==> config.mk <==
export PLATFORM = sky130hd
export DESIGN_NAME = stld_overlap_guard
export DESIGN_NICKNAME = d
export VERILOG_FILES = /design/src/rtl/stld_pkg.sv /design/src/rtl/stld_cmp.sv /design/src/rtl/stld_ctrl.sv /design/src/rtl/stld_table.sv /design/src/rtl/stld_overlap_guard.sv
export SDC_FILE = /design/constraint.sdc
export NUM_CORES = 1
export LEC_CHECK = 0
export ABC_AREA = 1
export BUFFER_PORTS_ARGS = -buffer_cell sky130_fd_sc_hd__buf_2
export CAP_MARGIN = 0
export CORE_ASPECT_RATIO = 0.6
export CORE_MARGIN = 1.5
export CORE_UTILIZATION = 49
export DETAILED_ROUTE_END_ITERATION = 6
export GPL_TIMING_DRIVEN = 0
export PLACE_DENSITY = 0.68
export SLEW_MARGIN = 20
export SYNTH_ARGS = -nofsm -noshare
export SYNTH_HDL_FRONTEND = slang
export SYNTH_HIERARCHICAL = 1
export SYNTH_SLANG_ARGS = --single-unit
==> constraint.sdc <==
create_clock -name clk -period 3.8 [get_ports clk]
set_clock_uncertainty 0.2 [all_clocks]
set_input_delay 0.38 -clock clk [delete_from_list [all_inputs] [get_ports clk]]
set_output_delay 0.38 -clock clk [all_outputs]
set_load 0.02 [all_outputs]
==> src/rtl/stld_pkg.sv <==
package stld_pkg;

  localparam int unsigned TAG_W  = 8;
  localparam int unsigned OFF_W  = 16;
  localparam int unsigned SIZE_W = 3;
  localparam int unsigned EXT_W  = OFF_W + 2;

  // One memory access description, shared by stores and loads
  typedef struct packed {
    logic [TAG_W-1:0]  opA;
    logic [TAG_W-1:0]  opB;
    logic              aConst;
    logic [OFF_W-1:0]  offset;
    logic [SIZE_W-1:0] sizeCode;
  } accessReq_t;

  // Strobes from control to the table datapath
  typedef struct packed {
    logic wrEn;
    logic clearAll;
  } tblStrobe_t;

  function automatic logic [EXT_W-1:0] sizeBytes(input logic [SIZE_W-1:0] code);
    logic [EXT_W-1:0] b;
    case (code)
      3'd0:    b = EXT_W'(1);
      3'd1:    b = EXT_W'(2);
      3'd2:    b = EXT_W'(4);
      3'd3:    b = EXT_W'(8);
      default: b = EXT_W'(16);
    endcase
    return b;
  endfunction

endpackage

==> src/rtl/stld_cmp.sv <==
module stld_cmp
  import stld_pkg::*;
(
  input  accessReq_t entry,
  input  accessReq_t load,
  output logic       hit
);

  logic exactHit, swapHit, baseEq, bothConst, rangeHit;
  logic signed [EXT_W-1:0] sOff, lOff, sEnd, lEnd;

  always_comb begin
    exactHit  = (entry.opA == load.opA) && (entry.opB == load.opB);
    swapHit   = (entry.opA == load.opB) && (entry.opB == load.opA);
    baseEq    = (entry.opB == load.opB);
    bothConst = entry.aConst && load.aConst;

    sOff = $signed({{2{entry.offset[OFF_W-1]}}, entry.offset});
    lOff = $signed({{2{load.offset[OFF_W-1]}}, load.offset});
    sEnd = sOff + $signed(sizeBytes(entry.sizeCode));
    lEnd = lOff + $signed(sizeBytes(load.sizeCode));

    if (sOff < lOff) rangeHit = (sEnd > lOff);
    else             rangeHit = (lEnd > sOff);

    hit = exactHit || swapHit || (baseEq && bothConst && rangeHit);
  end

endmodule

==> src/rtl/stld_ctrl.sv <==
module stld_ctrl
  import stld_pkg::*;
#(
  parameter int unsigned DEPTH = 5,
  localparam int unsigned CNT_W = $clog2(DEPTH + 1),
  localparam int unsigned PTR_W = (DEPTH > 1) ? $clog2(DEPTH) : 1
) (
  input  logic             clk,
  input  logic             rst_n,
  input  logic             storeValid,
  input  logic             groupEnd,
  output tblStrobe_t       strobes,
  output logic [PTR_W-1:0] wrPtr,
  output logic             tableEmpty,
  output logic             overflow
);

  logic [CNT_W-1:0] count, countNext;
  logic             overflowNext;
  logic             tableFull;

  always_comb begin
    tableFull        = (count == CNT_W'(DEPTH));
    strobes.clearAll = groupEnd;
    strobes.wrEn     = storeValid && (groupEnd || !tableFull);
    wrPtr            = groupEnd ? '0 : PTR_W'(count);

    if (groupEnd)          countNext = storeValid ? CNT_W'(1) : '0;
    else if (strobes.wrEn) countNext = count + CNT_W'(1);
    else                   countNext = count;

    if (groupEnd)                    overflowNext = 1'b0;
    else if (storeValid && tableFull) overflowNext = 1'b1;
    else                             overflowNext = overflow;
  end

  always_ff @(posedge clk or negedge rst_n) begin
    if (!rst_n) begin
      count    <= '0;
      overflow <= 1'b0;
    end else begin
      count    <= countNext;
      overflow <= overflowNext;
    end
  end

  assign tableEmpty = (count == '0);

  AST_COUNT_BOUND: assert property (@(posedge clk) disable iff (!rst_n)
    count <= CNT_W'(DEPTH));
  AST_CLEAR_EMPTY: assert property (@(posedge clk) disable iff (!rst_n)
    (groupEnd && !storeValid) |=> tableEmpty);
  AST_OVF_SET: assert property (@(posedge clk) disable iff (!rst_n)
    (storeValid && !groupEnd && tableFull) |=> (overflow && $stable(count)));
  AST_OVF_CLEAR: assert property (@(posedge clk) disable iff (!rst_n)
    groupEnd |=> !overflow);
  AST_END_WITH_STORE: assert property (@(posedge clk) disable iff (!rst_n)
    (groupEnd && storeValid) |=> (count == CNT_W'(1)));

endmodule

==> src/rtl/stld_table.sv <==
module stld_table
  import stld_pkg::*;
#(
  parameter int unsigned DEPTH = 5,
  localparam int unsigned PTR_W = (DEPTH > 1) ? $clog2(DEPTH) : 1
) (
  input  logic             clk,
  input  logic             rst_n,
  input  tblStrobe_t       strobes,
  input  logic [PTR_W-1:0] wrPtr,
  input  accessReq_t       storeReq,
  input  logic             loadValid,
  input  accessReq_t       loadReq,
  output logic             noopReq
);

  accessReq_t entryQ [DEPTH];
  logic [DEPTH-1:0] validQ;
  logic [DEPTH-1:0] cmpHit;

  always_ff @(posedge clk or negedge rst_n) begin
    if (!rst_n) begin
      validQ <= '0;
    end else begin
      for (int i = 0; i < DEPTH; i++) begin
        if (strobes.wrEn && (wrPtr == PTR_W'(i))) validQ[i] <= 1'b1;
        else if (strobes.clearAll)                validQ[i] <= 1'b0;
      end
    end
  end

  always_ff @(posedge clk) begin
    for (int i = 0; i < DEPTH; i++) begin
      if (strobes.wrEn && (wrPtr == PTR_W'(i))) entryQ[i] <= storeReq;
    end
  end

  for (genvar g = 0; g < DEPTH; g++) begin : gSlot
    stld_cmp uCmp (
      .entry (entryQ[g]),
      .load  (loadReq),
      .hit   (cmpHit[g])
    );
  end

  assign noopReq = loadValid && |(cmpHit & validQ);

  AST_NOOP_NEEDS_LOAD: assert property (@(posedge clk) disable iff (!rst_n)
    noopReq |-> loadValid);
  AST_WRITE_SETS_VALID: assert property (@(posedge clk) disable iff (!rst_n)
    strobes.wrEn |=> validQ[$past(wrPtr)]);
  AST_CLEAR_ONLY_NEW: assert property (@(posedge clk) disable iff (!rst_n)
    (strobes.clearAll && !strobes.wrEn) |=> (validQ == '0));

endmodule

==> src/rtl/stld_overlap_guard.sv <==
module stld_overlap_guard
  import stld_pkg::*;
#(
  parameter int unsigned DEPTH = 5,
  localparam int unsigned PTR_W = (DEPTH > 1) ? $clog2(DEPTH) : 1
) (
  input  logic              clk,
  input  logic              rst_n,
  input  logic              storeValid,
  input  logic [TAG_W-1:0]  storeOpA,
  input  logic [TAG_W-1:0]  storeOpB,
  input  logic              storeAConst,
  input  logic [OFF_W-1:0]  storeOffset,
  input  logic [SIZE_W-1:0] storeSize,
  input  logic              groupEnd,
  input  logic              loadValid,
  input  logic [TAG_W-1:0]  loadOpA,
  input  logic [TAG_W-1:0]  loadOpB,
  input  logic              loadAConst,
  input  logic [OFF_W-1:0]  loadOffset,
  input  logic [SIZE_W-1:0] loadSize,
  output logic              noopReq,
  output logic              overflow
);

  accessReq_t       storeReq, loadReq;
  tblStrobe_t       strobes;
  logic [PTR_W-1:0] wrPtr;
  logic             tableEmpty;

  assign storeReq = '{opA: storeOpA, opB: storeOpB, aConst: storeAConst,
                      offset: storeOffset, sizeCode: storeSize};
  assign loadReq  = '{opA: loadOpA, opB: loadOpB, aConst: loadAConst,
                      offset: loadOffset, sizeCode: loadSize};

  stld_ctrl #(.DEPTH(DEPTH)) uCtrl (
    .clk        (clk),
    .rst_n      (rst_n),
    .storeValid (storeValid),
    .groupEnd   (groupEnd),
    .strobes    (strobes),
    .wrPtr      (wrPtr),
    .tableEmpty (tableEmpty),
    .overflow   (overflow)
  );

  stld_table #(.DEPTH(DEPTH)) uTable (
    .clk       (clk),
    .rst_n     (rst_n),
    .strobes   (strobes),
    .wrPtr     (wrPtr),
    .storeReq  (storeReq),
    .loadValid (loadValid),
    .loadReq   (loadReq),
    .noopReq   (noopReq)
  );

  AST_EMPTY_NO_NOOP: assert property (@(posedge clk) disable iff (!rst_n)
    tableEmpty |-> !noopReq);

endmodule

==> parameters.txt, run 1 <==
Parameter                              Value

Run status
  Result of the run ... complete, but fails checks
  Failing checks ... negative setup slack

Setup path
  CP required ... 3.22 ns
  CP most frequent cell ... sky130_fd_sc_hd__nand2_1
  Delay contributed by the slowest stage of the critical path ... 0.41 ns
  Worst r2r src ... uCtrl/count[1]$_DFFE_PN0P_
  Crit path kind ... in2out
  Endpoint class of the critical path ... output port
  Slowest cell on the critical path ... sky130_fd_sc_hd__fa_1
  Reg-to-reg endpoint ... uTable/entryQ[0][37]$_DFFE_PP_
  Endpoint arrival time on the critical path ... 4.40 ns
  Depth of the most critical reg-to-reg path ... 10
  Biggest fanout along the worst timing path ... 15
  Worst-case register-to-register setup slack ... 1.41 ns
  Category of the worst setup path launch point ... primary input

Finish
  Layout overhead on the synthesized area ... 13.8%
  Area taken by multi-input logic gates ... 0.0125 mm²
  Ratio of cells with drive above 1 in the final layout ... 13.5%
  Finished Layout Cells ... 3108
  Nets@finish ... 2955
  Post-route cell area ... 0.0221 mm²
  Area occupied by registers ... 0.00563 mm²
  Count of fill cells added during filler insertion ... 3520

Timing
  Worst-case setup margin in the final layout ... -1.18 ns
  Worst-Margin Slew ... 0.755 ns
  Part of the cycle the worst path needs ... 131%
  RSZ-0062 raised after global routing ... yes
  Minimum period implied by the final worst setup slack ... 4.98 ns
  TNS Setup ... -1.18 ns
  Max_slew headroom ... 49.7%
  Hold violation total from the final report ... 0
  Number of failing setup endpoints in the final timing report ... 1
  Count of pins over their slew limit ... 0
  Maximum achievable frequency ... 201 MHz

Power
  Leakage ... 10.6 nW
  PD cells ... 261 mW/mm²
  Cell-internal power ... 0.00379 W
  Part of the total power dissipated in sequential elements ... 42.1%
  Final Power ... 0.00577 W
  Proportion of power drawn by combinational gates ... 26.5%
  Worst ir drop on vdd ... 0.301 mV
  Net switching power of the design ... 0.00198 W
  Fraction of power spent switching nets ... 34.3%
  Clock share of power ... 31.4%

Clock network
  Clock slew at the register clock pins of the worst setup and hold paths ... 0.08 ns
  Clock network latency to the later pin of the worst-skew pair ... 0.46 ns
  Clock tree from TritonCTS ... done
  Num CTS Buffers ... 17
  Clock tree root buffer cell ... sky130_fd_sc_hd__clkbuf_16
  H-tree levels ... 4
  Buffers from clock root to sink, at most ... 2
  Clock sink count ... 189

Min path
  Worst min-delay path category ... in2reg
  Hold Crit Start ... storeSize[0]
  Hold EP ... uTable/entryQ[0][72]$_DFFE_PP_
  Hold Path Depth ... 1

Drt
  Via-per-instance ratio ... 5.54
  Detailed-route via count ... 17200
  Final wirelength ... 57900 µm
  Count of unresolved DRC violations after routing ... 0
  Detail Route Antenna Nets ... 0
  Routed length per placed instance ... 18.6 µm
  First-pass DRT Iterations ... 6
  Initial DRC Count ... 1654

Placed design
  Routability congestion estimate from global placement ... 0.904
  DP Cell Count ... 3021
  Count of input and output buffers ... 78
  Post-detail-place hpwl ... 44300 µm
  Post-place instance area ... 0.0206 mm²
  Worst Setup Slack post-DPL ... -1.57 ns

Synth
  Number of warnings reported in the yosys synthesis log ... 6
  Gate count after technology mapping ... 2416
  Post-Syn Area ... 0.0194 mm²
  Number of nets in the synthesized netlist ... 2801
  Synthesized area divided by synthesized cell count ... 8.03 µm²

Global route
  Overall Global Routing Usage ... 27.9%
  Initial antenna violation count ... 8
  Number of global-route vias before repair ... 16200
  First-pass GRT wire length ... 86900 µm
  Residual overflow from global routing ... 0
  Maximum number of pins on one net before global-route repair ... 33

Floorplanning
  Die X ... 260 µm
  Row Count ... 56
  Core Region ... 0.0390 mm²
  Vertical extent of the die ... 157 µm
  Die ar. ... 0.0408 mm²
  Starting density of the core ... 49.7%
  I/O Pins ... 79

Flow run
  Total of max-cap violations ... 0
## worst max-delay path: cells and delay by family
family | cells | cell delay (ns)
buf+inv | 4 | 0.44
compound gates | 3 | 0.52
fa+ha+maj | 3 | 0.94
simple gates | 19 | 2.11
## what timing repair did
item / in CTS / in global routing
gates cloned: 0 / 0
pin swaps: 31 / 77
setup buffers: 13 / 20
hold buffers: 19 / 0
gates resized for setup: 40 / 81
endpoints found under the hold margin: 95 / 0
endpoints found under the setup margin: 1 / 1
## stage by stage
stage	hold WS [ns]	util, %
3_5_place_dp	0.0496	52.7
4_1_cts	0.0427	55.3
5_1_grt	0.0439	56.5
2_1_floorplan	-0.116	-
3_3_place_gp	0.0415	52.4
6_report	0.0542	56.5
## routing by layer
metal / vias to the layer above / track usage, % / part of all wire (%)
met1: 8195 / 40.2 / 46
met5: - / 0 / 0.022
met3: 80 / 6.31 / 9.5
met4: 2 / 5.62 / 1.4
li1: 8252 / - / -
met2: 691 / 42.8 / 43
## sequential cells by signal (all words and copies together), names as in the netlist
| name | flops |
|---|---|
| uCtrl/count | 3 |
| uTable/validQ | 5 |
| uTable/entryQ | 180 |
| uCtrl/overflow | 1 |
## power by group through the flow
stage / logic [W] / clock network (W) / registers (W)
after floorplan: 0.000929 / 0 / 0.00246
after global placement: 0.00134 / 0 / 0.00248
after detailed placement: 0.00141 / 0 / 0.00247
after CTS: 0.00146 / 0.00185 / 0.00243
final: 0.00153 / 0.00181 / 0.00243
after global routing: 0.00170 / 0.00191 / 0.00244
## cells in the final DEF (no fill, tap or decap), drive strengths merged
cell type and instances:
o31ai 5, xnor2 115, a21o 14, and2 3
inv 457, clkinv 6, or2 11, a21boi 2
o21ai 52, nor4 20, ha 298, o211ai 1
xor2 158, nand3 97, nand2 519, fa 10
nand3b 2, a21oi 148, dlygate4sd3 19, clkbuf 18
clkinvlp 2, dfrtp 9, a31oi 5, diode 3
edfxtp 180, a41oi 2, nor3 77, nand4 68
buf 117, nor2 168
## final cells by class
class,count,share of cell area (%)
Clock buffer,18,1.94
Timing Repair Buffer,135,4.42
Clock inverter,14,0.669
Buffer,1,0.0340
Tap cell,522,2.96
Sequential cell,189,25.5
Antenna cell,3,0.0340
Inverter,451,7.67
Multi-Input combinational cell,1775,56.8
## how the worst max path moves through the flow
stage                     cells past startpoint  endpoint  slack [ns]                             from
after floorplan                              28   noopReq       -0.15   uTable/entryQ[0][72]$_DFFE_PP_
after global placement                       29   noopReq       -1.44                      loadSize[2]
after detailed placement                     29   noopReq       -1.57                      loadSize[2]
after CTS                                    28   noopReq       -1.22  uTable/entryQ[0][110]$_DFFE_PP_
after global routing                         28   noopReq       -1.44   uTable/entryQ[0][38]$_DFFE_PP_
final                                        29   noopReq       -1.18                      loadSize[1]
No activity file was read; power rests on OpenSTA's default activity.
==> inputs of run 2 (changes only) <==
- clock period: 3.8 -> 4.5 ns (I/O delays scaled with it)
==> parameters.txt, run 2 (synthesis gave the netlist of run 1 again) <==
Parameter                              Value

Placed design
  Post-detail-place hpwl ... 45800 µm
  Post-place instance area ... 0.0206 mm²
  Routability congestion estimate from global placement ... 0.962
  Count of input and output buffers ... 78

Timing
  Worst-case setup margin in the final layout ... -0.630 ns
  Number of failing setup endpoints in the final timing report ... 1
  Maximum achievable frequency ... 195 MHz
  Worst-Margin Slew ... 0.845 ns
  Count of pins over their slew limit ... 0
  Hold violation total from the final report ... 0
  Minimum period implied by the final worst setup slack ... 5.13 ns
  TNS Setup ... -0.630 ns
  RSZ-0062 raised after global routing ... yes
  Max_slew headroom ... 43.7%
  Part of the cycle the worst path needs ... 114%

Drt
  Final wirelength ... 60000 µm
  Count of unresolved DRC violations after routing ... 2
  Initial DRC Count ... 1983
  Via-per-instance ratio ... 5.52
  Routed length per placed instance ... 19.4 µm
  Detailed-route via count ... 17100
  First-pass DRT Iterations ... 7
  Detail Route Antenna Nets ... 0

Global route
  Overall Global Routing Usage ... 29.5%
  Maximum number of pins on one net before global-route repair ... 32
  Number of global-route vias before repair ... 15800
  First-pass GRT wire length ... 90200 µm
  Residual overflow from global routing ... 0
  Initial antenna violation count ... 7

Finish
  Most common library cell in the layout ignoring fill and taps ... sky130_fd_sc_hd__nand2_1
  Largest registers in the final layout ... uTable/entryQ: 180 flops, uTable/validQ: 5 flops, uCtrl/count: 3 flops
  Layout overhead on the synthesized area ... 12.8%
  Most frequent cells in the layout ... sky130_fd_sc_hd__nand2_1 (490), sky130_fd_sc_hd__inv_1 (440), sky130_fd_sc_hd__ha_1 (290)
  Nets@finish ... 2944
  Ratio of cells with drive above 1 in the final layout ... 12.8%
  Max FFs per register ... 180
  Final Util ... 56.0%
  Post-route cell area ... 0.0219 mm²
  Biggest register ... uTable/entryQ
  Count of fill cells added during filler insertion ... 3536

Setup path
  Worst-case register-to-register setup slack ... 2.17 ns
  Last element of the critical path ... noopReq
  Category of the worst setup path launch point ... register
  Reg-to-reg endpoint ... uTable/entryQ[0][16]$_DFFE_PP_
  Critical path launch point ... uTable/entryQ[0][2]$_DFFE_PP_
  Depth of the most critical reg-to-reg path ... 9
  CP required ... 3.85 ns
  Biggest fanout along the worst timing path ... 4
  Worst r2r src ... uCtrl/count[0]$_DFFE_PN0P_
  Endpoint arrival time on the critical path ... 4.48 ns
  Endpoint class of the critical path ... output port
  Crit path kind ... reg2out

Floorplanning
  Starting density of the core ... 49.7%
  Die ar. ... 0.0408 mm²
  Row Count ... 56
  Vertical extent of the die ... 157 µm
  I/O Pins ... 79
  Core Region ... 0.0390 mm²
  Die X ... 260 µm

Power
  Worst ir drop on vdd ... 0.206 mV
  PD cells ... 230 mW/mm²
  Final Power ... 0.00504 W
  Leakage ... 10.6 nW

Clock network
  Clock tree from TritonCTS ... done
  Clock tree root buffer cell ... sky130_fd_sc_hd__clkbuf_16
  Clock network latency to the later pin of the worst-skew pair ... 0.46 ns
  Buffers from clock root to sink, at most ... 2
  Clock slew at the register clock pins of the worst setup and hold paths ... 0.08 ns
  Clock sink count ... 189
  H-tree levels ... 4
  Num CTS Buffers ... 17

Run status
  Failing checks ... design-rule violations, negative setup slack
  Result of the run ... complete, but fails checks

Flow run
  Total of max-cap violations ... 0

Min path
  Worst min-delay path category ... in2reg
  Hold Crit Start ... storeOpA[1]
[run 2: power breakdown]
group | internal [W] | switching, W | leakage, nW
Sequential | 0.00200 | 0.0000557 | 1.76
Clock | 0.000952 | 0.000729 | 0.315
Combinational | 0.000457 | 0.000848 | 8.49
[run 2: stage by stage]
step,hold slack [ns],instances,setup slack (ns)
global route,0.0187,3094,-0.898
floorplan,-0.0456,2416,0.285
detailed placement,0.117,3021,-0.811
finish,0.0172,3096,-0.630
global placement,0.114,3016,-0.745
CTS,0.00718,3086,-0.540
[run 2: worst max-delay path: stages (launching register included)]
cell and delay, ns:
sky130_fd_sc_hd__edfxtp_1 0.45, sky130_fd_sc_hd__buf_4 0.19, sky130_fd_sc_hd__nor3_1 0.23, sky130_fd_sc_hd__ha_1 0.33, sky130_fd_sc_hd__a21oi_1 0.27, sky130_fd_sc_hd__o21ai_4 0.11, sky130_fd_sc_hd__nand2_2 0.10, sky130_fd_sc_hd__a21oi_4 0.06
sky130_fd_sc_hd__buf_4 0.14, sky130_fd_sc_hd__nand3_1 0.10, sky130_fd_sc_hd__xor2_1 0.17, sky130_fd_sc_hd__inv_1 0.06, sky130_fd_sc_hd__ha_1 0.29, sky130_fd_sc_hd__nand2_1 0.09, sky130_fd_sc_hd__nor2_2 0.15, sky130_fd_sc_hd__and2_4 0.17
sky130_fd_sc_hd__nand3b_1 0.10, sky130_fd_sc_hd__nand3_1 0.09, sky130_fd_sc_hd__nand2_1 0.06, sky130_fd_sc_hd__nand2_2 0.11, sky130_fd_sc_hd__nand3_4 0.12, sky130_fd_sc_hd__nand3_2 0.09, sky130_fd_sc_hd__nand2_2 0.09, sky130_fd_sc_hd__nand2_1 0.07
sky130_fd_sc_hd__nand2_1 0.06, sky130_fd_sc_hd__nor2_2 0.10, sky130_fd_sc_hd__nor2_1 0.06, sky130_fd_sc_hd__buf_4 0.15
[run 2: worst min-delay path by stage]
stage,cells after the start,endpoint,slack (ns)
CTS,1,uTable/entryQ[0][65]$_DFFE_PP_,0.007
floorplan,0,uCtrl/count[0]$_DFFE_PN0P_,-0.05
finish,1,uTable/entryQ[0][29]$_DFFE_PP_,0.02
global placement,1,uCtrl/overflow$_DFFE_PN0P_,0.11
global route,1,uTable/entryQ[0][133]$_DFFE_PP_,0.02
detailed placement,1,uCtrl/overflow$_DFFE_PN0P_,0.12
[run 2: per-layer routing]
metal | vias to the layer above | global-route usage (%) | wire, µm
met5 | - | 0 | 80
met3 | 62 | 7.41 | 7080
met2 | 784 | 41.1 | 23300
met1 | 8018 | 45.2 | 28700
met4 | 4 | 5.95 | 802
li1 | 8223 | - | -
[run 2: layout make-up]
cell class,count,area (µm²),share of cell area (%)
well taps,522,653,2.99
repair buffers,124,843,3.86
inverters,451,1690,7.74
plain buffers,1,7.51,0.0343
diodes,2,5.00,0.0229
flip-flops and latches,189,5630,25.7
clock buffers,17,425,1.94
clock inverters,15,223,1.02
multi-input cells,1775,12400,56.7
[run 2: what timing repair did]
item	4_1_cts	5_1_grt
hold buffers	1	0
pin swaps	56	17
setup endpoints to repair	1	1
resized for setup	64	26
endpoints found under the hold margin	9	0
buffers inserted	32	8
